<file path="config.mk">
export PLATFORM = sky130hd
export DESIGN_NAME = stby_pwr_seq
export DESIGN_NICKNAME = d
export VERILOG_FILES = /design/src/rtl/stby_pwr_seq.sv
export SDC_FILE = /design/constraint.sdc
export NUM_CORES = 1
export LEC_CHECK = 0
export ABC_CLOCK_PERIOD_IN_PS = 3200
export BUFFER_PORTS_ARGS = -buffer_cell sky130_fd_sc_hd__buf_4
export CAP_MARGIN = 25
export CORE_MARGIN = 2
export CORE_UTILIZATION = 45
export DETAILED_ROUTE_END_ITERATION = 8
export PLACE_DENSITY = 0.67
export SLEW_MARGIN = 20
export SYNTH_ARGS = -nofsm -noshare
export SYNTH_HDL_FRONTEND = slang
export SYNTH_SLANG_ARGS = --single-unit
</file>
<file path="constraint.sdc">
create_clock -name clk -period 3.2 [get_ports clk]
set_input_delay 0.32 -clock clk [delete_from_list [all_inputs] [get_ports clk]]
set_output_delay 0.32 -clock clk [all_outputs]
set_load 0.005 [all_outputs]
</file>
<file path="src/rtl/stby_pwr_seq.sv">
module stby_pwr_seq #(
  parameter int unsigned DELAY_CYC   = 3200000,
  parameter int unsigned SYNC_STAGES = 2
) (
  input  logic clk,
  input  logic rst_n,
  input  logic stby_ok,
  input  logic psu_good,
  input  logic fp_rst_n,
  input  logic slp3_n,
  input  logic slp5_n,
  input  logic cpu_here_n,
  input  logic bfc_lvl,
  output logic rsm_rst_n,
  output logic pg33,
  output logic bfc_pull,
  output logic pson_pull,
  output logic memclk_pull,
  output logic bfc_latched
);
  localparam int unsigned CW = $clog2(DELAY_CYC + 1);
  localparam logic [CW-1:0] LAST = CW'(DELAY_CYC - 1);

  // resume reset: slow release, immediate assertion
  logic [CW-1:0] cnt;
  logic          done;

  always_ff @(posedge clk or negedge rst_n) begin
    if (!rst_n) begin
      cnt  <= '0;
      done <= 1'b0;
    end else if (!stby_ok) begin
      cnt  <= '0;
      done <= 1'b0;
    end else if (!done) begin
      cnt  <= cnt + 1'b1;
      done <= (cnt == LAST);
    end
  end

  assign rsm_rst_n = done & stby_ok;

  // combinational power terms
  assign pg33        = psu_good & fp_rst_n;
  assign bfc_pull    = psu_good & slp3_n;
  assign pson_pull   = ~cpu_here_n & slp3_n;
  assign memclk_pull = pg33;

  // synchronizers and edge detect for the latch
  logic [SYNC_STAGES-1:0] s5_sync, bf_sync;
  logic s5_q, bf_q;
  logic s5_now, bf_now, s5_fall, bf_fall, bf_rise;

  always_ff @(posedge clk or negedge rst_n) begin
    if (!rst_n) begin
      s5_sync <= '0;
      bf_sync <= '1;
      s5_q    <= 1'b0;
      bf_q    <= 1'b1;
    end else begin
      s5_sync <= {s5_sync[SYNC_STAGES-2:0], slp5_n};
      bf_sync <= {bf_sync[SYNC_STAGES-2:0], bfc_lvl};
      s5_q    <= s5_now;
      bf_q    <= bf_now;
    end
  end

  assign s5_now  = s5_sync[SYNC_STAGES-1];
  assign bf_now  = bf_sync[SYNC_STAGES-1];
  assign s5_fall = ~s5_now & s5_q;
  assign bf_fall = ~bf_now & bf_q;
  assign bf_rise = bf_now & ~bf_q;

  always_ff @(posedge clk or negedge rst_n) begin
    if (!rst_n)                 bfc_latched <= 1'b0;
    else if (s5_fall | bf_fall) bfc_latched <= 1'b0;
    else if (bf_rise & s5_now)  bfc_latched <= 1'b1;
  end


  release_src_chk: assert property (@(posedge clk) disable iff (!rst_n)
    $rose(rsm_rst_n) |-> $past(stby_ok));


  brownout_restart_chk: assert property (@(posedge clk) disable iff (!rst_n)
    !stby_ok |=> !rsm_rst_n);


  gate_needs_power_chk: assert property (@(posedge clk) disable iff (!rst_n)
    memclk_pull |-> (psu_good && fp_rst_n));


  bfc_sleep_chk: assert property (@(posedge clk) disable iff (!rst_n)
    bfc_pull |-> slp3_n);


  pson_cpu_chk: assert property (@(posedge clk) disable iff (!rst_n)
    pson_pull |-> !cpu_here_n);


  latch_set_awake_chk: assert property (@(posedge clk) disable iff (!rst_n)
    $rose(bfc_latched) |-> s5_q);


  latch_clear_chk: assert property (@(posedge clk) disable iff (!rst_n)
    s5_fall |=> !bfc_latched);
endmodule

</file>
**Yosys cells after proc, flatten, opt, wreduce, memory -nomap -nowiden**

Cells that the tools add are included.

- Add/sub/neg operators: 1
- $mul: 0
- Div/mod/pow operators: 0
- $lt $le $gt $ge: 0
- Equality and inequality tests: 2
- Shifts and indexed selects: 0
- Multiplexer cells: 6
- Bitwise operators: 13
- Reductions and logical operators: 1

Operators with widths:

| kind | count |
|---|---|
| $mux W22 | 2 |
| $add A22 B1 Y22 const B | 1 |
| $eq A22 B22 Y1 const B | 1 |
| $and A1 B1 Y1 | 8 |
| $mux W1 | 4 |
| $not A1 Y1 | 4 |
| $ne A2 B2 Y1 const B | 1 |
| $reduce_bool A2 Y1 | 1 |
| $or A1 B1 Y1 | 1 |

- Register bits: 30
- Latch bits: 0
- Bits in writable memories: 0
- Memory bits (read-only): 0
- Output and inout port bits: 6
- Word-level logic and storage cells: 30
- Memories: 0

**Depth between registers and ports, before layout**

- Word-level depth: 5
- Depth in mapped cells: 6
- Gate-level depth less buffers: 5

**Least setup slack after synthesis**

OpenSTA, ideal clock, no wires.

- Kind: reg-to-reg
- Start point: register done
- End point: register cnt[18]
- Library setup time: 0.078 ns
- Arrival: 1.704 ns
- Slack: 1.418 ns
- Cell stages (with the launch flop): 7
- Buffers on the path: 1
- Cell sequence: dfrtp_1 -> nand2_4 -> inv_4 -> or3_1 -> buf_2 -> or4_1 -> a21oi_1

- Word-level cells in the longest chain between the ends: 1

RTL lines:

| what | RTL line | RTL |
|---|---|---|
| start, declared | 26 | `logic done;` |
| start signal, assigned | 37 | `done <= (cnt == LAST);` |
| $ne A2 B2 Y1 (no line) | - |  |
| end signal, assigned | 36 | `cnt <= cnt + 1'b1;` |
| end, declared | 25 | `logic [CW-1:0] cnt;` |

No other way between the ends.
A chain may end at the register's enable or synchronous reset.

**Worst setup path in the final report**

- Start point: register cnt[0]
- End point: register cnt[18]

- Word-level cells in the longest chain between the ends: 3

RTL lines:

| what | RTL line | RTL |
|---|---|---|
| $add A22 B1 Y22 | 36 |  |
| $mux W22 | 35 | `end else if (!done) begin` |
| $mux W22 | 32 | `end else if (!stby_ok) begin` |

No other way between the ends. The select of a mux whose other input is x is not followed.

==> results.py <==
metrics = {
    "run_status": {
        "status": "finished, final reports clean",
    },
    "clocking": {
        "numCtsBuffers": 5,
        "clock_latency_ps": 330,
        "cts_htree_levels": 2,
        "tritoncts": "built",
        "clkSinkCount": 30,
        "path_clk_slew_ps": 100,
        "cts.path.max_buffers": 2,
        "root_buffer": "clkbuf_4",
        "post_cts_buffers": 0,
    },
    "sta": {
        "fin_crit_ps": 1940,
        "finalCritPeriodShare_pct": 60.6,
        "tns_ps": 0,
        "hold_violations": 0,
        "fin_ws_ps": 1260,
        "fmax_mhz": 516,
        "setup_violations": 0,
        "finalMaxSlewViolations": 0,
        "rsz0062_at_grt": "false",
        "skew_ps": 8.50,
        "worst_slew_pin_slew_ps": 643,
        "relSlewSlack_pct": 57.1,
    },
    "placed_design": {
        "pre_cts_ws_ps": 1290,
        "place_area_mm2": 0.00156,
        "dp.cells": 195,
        "gp_congestion": 0.885,
        "hpwlAfterDp_mm": 1.90,
        "port_buffers": 14,
    },
    "floorplanning": {
        "die-area_mm2": 0.00364,
        "core-area_mm2": 0.00303,
        "die_y_um": 60.3,
        "io_pins": 15,
        "rows": 20,
        "initial_utilization_pct": 47.1,
        "dieWidth_um": 60.3,
    },
    "synthesis": {
        "yosys_register_bits": 30,
        "synth_top_area_share_pct": 47.4,
        "synthArstFlopShare_pct": 100,
        "syn_area_per_cell_um2": 10.0,
        "syn_nets": 152,
        "yosysUniqueCellTypes": 33,
        "ys_top_cells_by_area": "dfrtp_1 (47%), dfstp_2 (5.5%), a21oi_1 (3.9%)",
        "synth-edff-count": 0,
        "synth.yosys.warnings": 0,
        "syn_inst": 142,
        "synth_top_cell_by_area": "dfrtp_1",
        "ys_seq_area_share_pct": 52.9,
        "synth_area_mm2": 0.00143,
        "synth_ff_type": "dfrtp_1",
    },
    "detailed_routing": {
        "vias_per_cell": 5.50,
        "drtPass1Iterations": 4,
        "drc": 0,
        "wl_mm": 2.70,
        "post_drt_wl_per_cell_um": 13.2,
        "num_vias": 1121,
        "drtAntennaViolNets": 0,
        "drt_first_iter_violations": 42,
    },
    "grt": {
        "grt_pass1_wl_mm": 4.60,
        "antenna_found_initial": 0,
        "grt_start_max_net_pins": 31,
        "grt-ovfl-total": 0,
        "track_usage_pct": 17.3,
        "grt_pass1_vias": 1061,
    },
    "setup_path": {
        "endpoint_kind": "flop",
        "critPathMaxStageDelay_ps": 530,
        "critPathTopFamily": "simple AND/OR/NAND/NOR gates",
        "critPathRequiredTime_ps": 3440,
        "crit_fanout": 7,
        "slowest_stage": "or4_1",
        "cp_cell_sequence": "ha_1 -> nand2_1 -> or3_1 -> or4_1 -> a21oi_1",
        "critical_path_class": "reg -> reg",
        "worstPathArrival_ps": 2180,
        "path_buf_inv": 0,
        "cp-start-kind": "flop",
    },
    "layout": {
        "mostFrequentLayoutCells": "dfrtp_1 (27), buf_4 (14), a21oi_1 (11), nor2_1 (11), nand2_1 (10)",
        "finalNonFillerCells": 204,
        "n_antenna_cell": 0,
        "mostFrequentLayoutCell": "dfrtp_1",
        "fin_util_pct": 55.6,
        "area_growth_pct": 18.1,
        "design_area_mm2": 0.00168,
        "drive_gt1_share_pct": 18.8,
        "finalNetCount": 169,
    },
    "pwr": {
        "p_leak_uw": 0.000712,
        "peakVddDrop_v": 0.000292,
        "p_per_area_mw_per_mm2": 492,
    },
    "worst_hold_path": {
        "hold_class": "in -> reg",
    },
    "run": {
        "maxCapViolCount": 0,
    },
}
==> Yosys cell counts, types with 2 or more instances <==
cell type / instances
and4_1: 3
a21oi_1: 11
xnor2_1: 3
nand3_1: 6
inv_1: 5
nor2_1: 11
or3_1: 6
dfstp_2: 3
mux2i_1: 3
o21ai_0: 6
clkbuf_1: 3
or4_1: 5
nand2b_1: 2
and3_1: 2
nand2_1: 10
o31ai_1: 5
xor2_1: 6
and2_1: 3
nand4_1: 7
dfrtp_1: 27
nor4_1: 3
==> layout make-up <==
cell class / count / area [µm²]
clock inverters: 2 / 60.1
multi-input cells: 101 / 623
repair buffers: 15 / 115
clock buffers: 6 / 51.3
flip-flops and latches: 30 / 754
well taps: 44 / 55.1
fillers: 266 / 1340
inverters: 6 / 25.0
==> kinds of logic after synthesis <==
| family | share of synthesized area (%) |
|---|---|
| flip-flops | 52.9 |
| AND/OR/NAND/NOR | 26.1 |
| AO/OA/AOI/OAI | 9.12 |
| adder cells (fa/ha/maj) | 0.877 |
| XOR/XNOR | 5.53 |
| buffers and inverters | 3.42 |
| multiplexers | 2.11 |
==> power by group <==
| part | internal [µW] | switching [µW] | total [µW] |
|---|---|---|---|
| clock | 265 | 131 | 396 |
| combinational | 17.9 | 21.6 | 39.5 |
| sequential | 388 | 5.32 | 393 |
==> sequential cells by signal, summed over array words and instances (netlist names) <==
register,cells
s5_q,1
bfc_latched,1
done,1
cnt,22
bf_q,1
bf_sync,2
s5_sync,2
==> path summary, 6_finish.rpt <==
kind / end / startpoint / slack, ps / depth (start not counted)
setup / recovery: cnt[18] / cnt[0] / 1260 / 5
hold / removal: bf_sync[0] / bfc_lvl / 100 / 1
setup reg to reg: cnt[18] / cnt[0] / 1260 / 5
hold reg to reg: s5_sync[1] / s5_sync[0] / 360 / 0
max in group asynchronous: bf_sync[0] / rst_n / 2440 / 2
min in group asynchronous: cnt[8] / rst_n / 450 / 2
==> worst reg2reg max path: stages (launching register included) <==
cell and delay, ps:
dfrtp_1 390, ha_1 240, nand2_1 110, or3_1 430
or4_1 530, a21oi_1 160
==> layer usage <==
metal | up-vias | routed length [µm] | GRT usage, %
met1 | 555 | 1260 | 21.9
li1 | 548 | - | -
met2 | 14 | 1320 | 27.8
met4 | 0 | 40 | 7.62
met3 | 4 | 78 | 4.55
met5 | - | 0 | 0
==> stage by stage <==
| step | hold slack (ps) | power [µW] |
|---|---|---|
| 3_3_place_gp | 261 | 438 |
| 6_report | 97.6 | 829 |
| 4_1_cts | 81.6 | 839 |
| 3_5_place_dp | 269 | 440 |
| 2_1_floorplan | 24.4 | 416 |
| 5_1_grt | 67.6 | 867 |
==> timing repair <==
item / in CTS / in global routing
endpoints found under the hold margin: 27 / 0
resized for setup: 0 / 0
hold buffers: 1 / 0
Power figures use the tool's default switching activity.
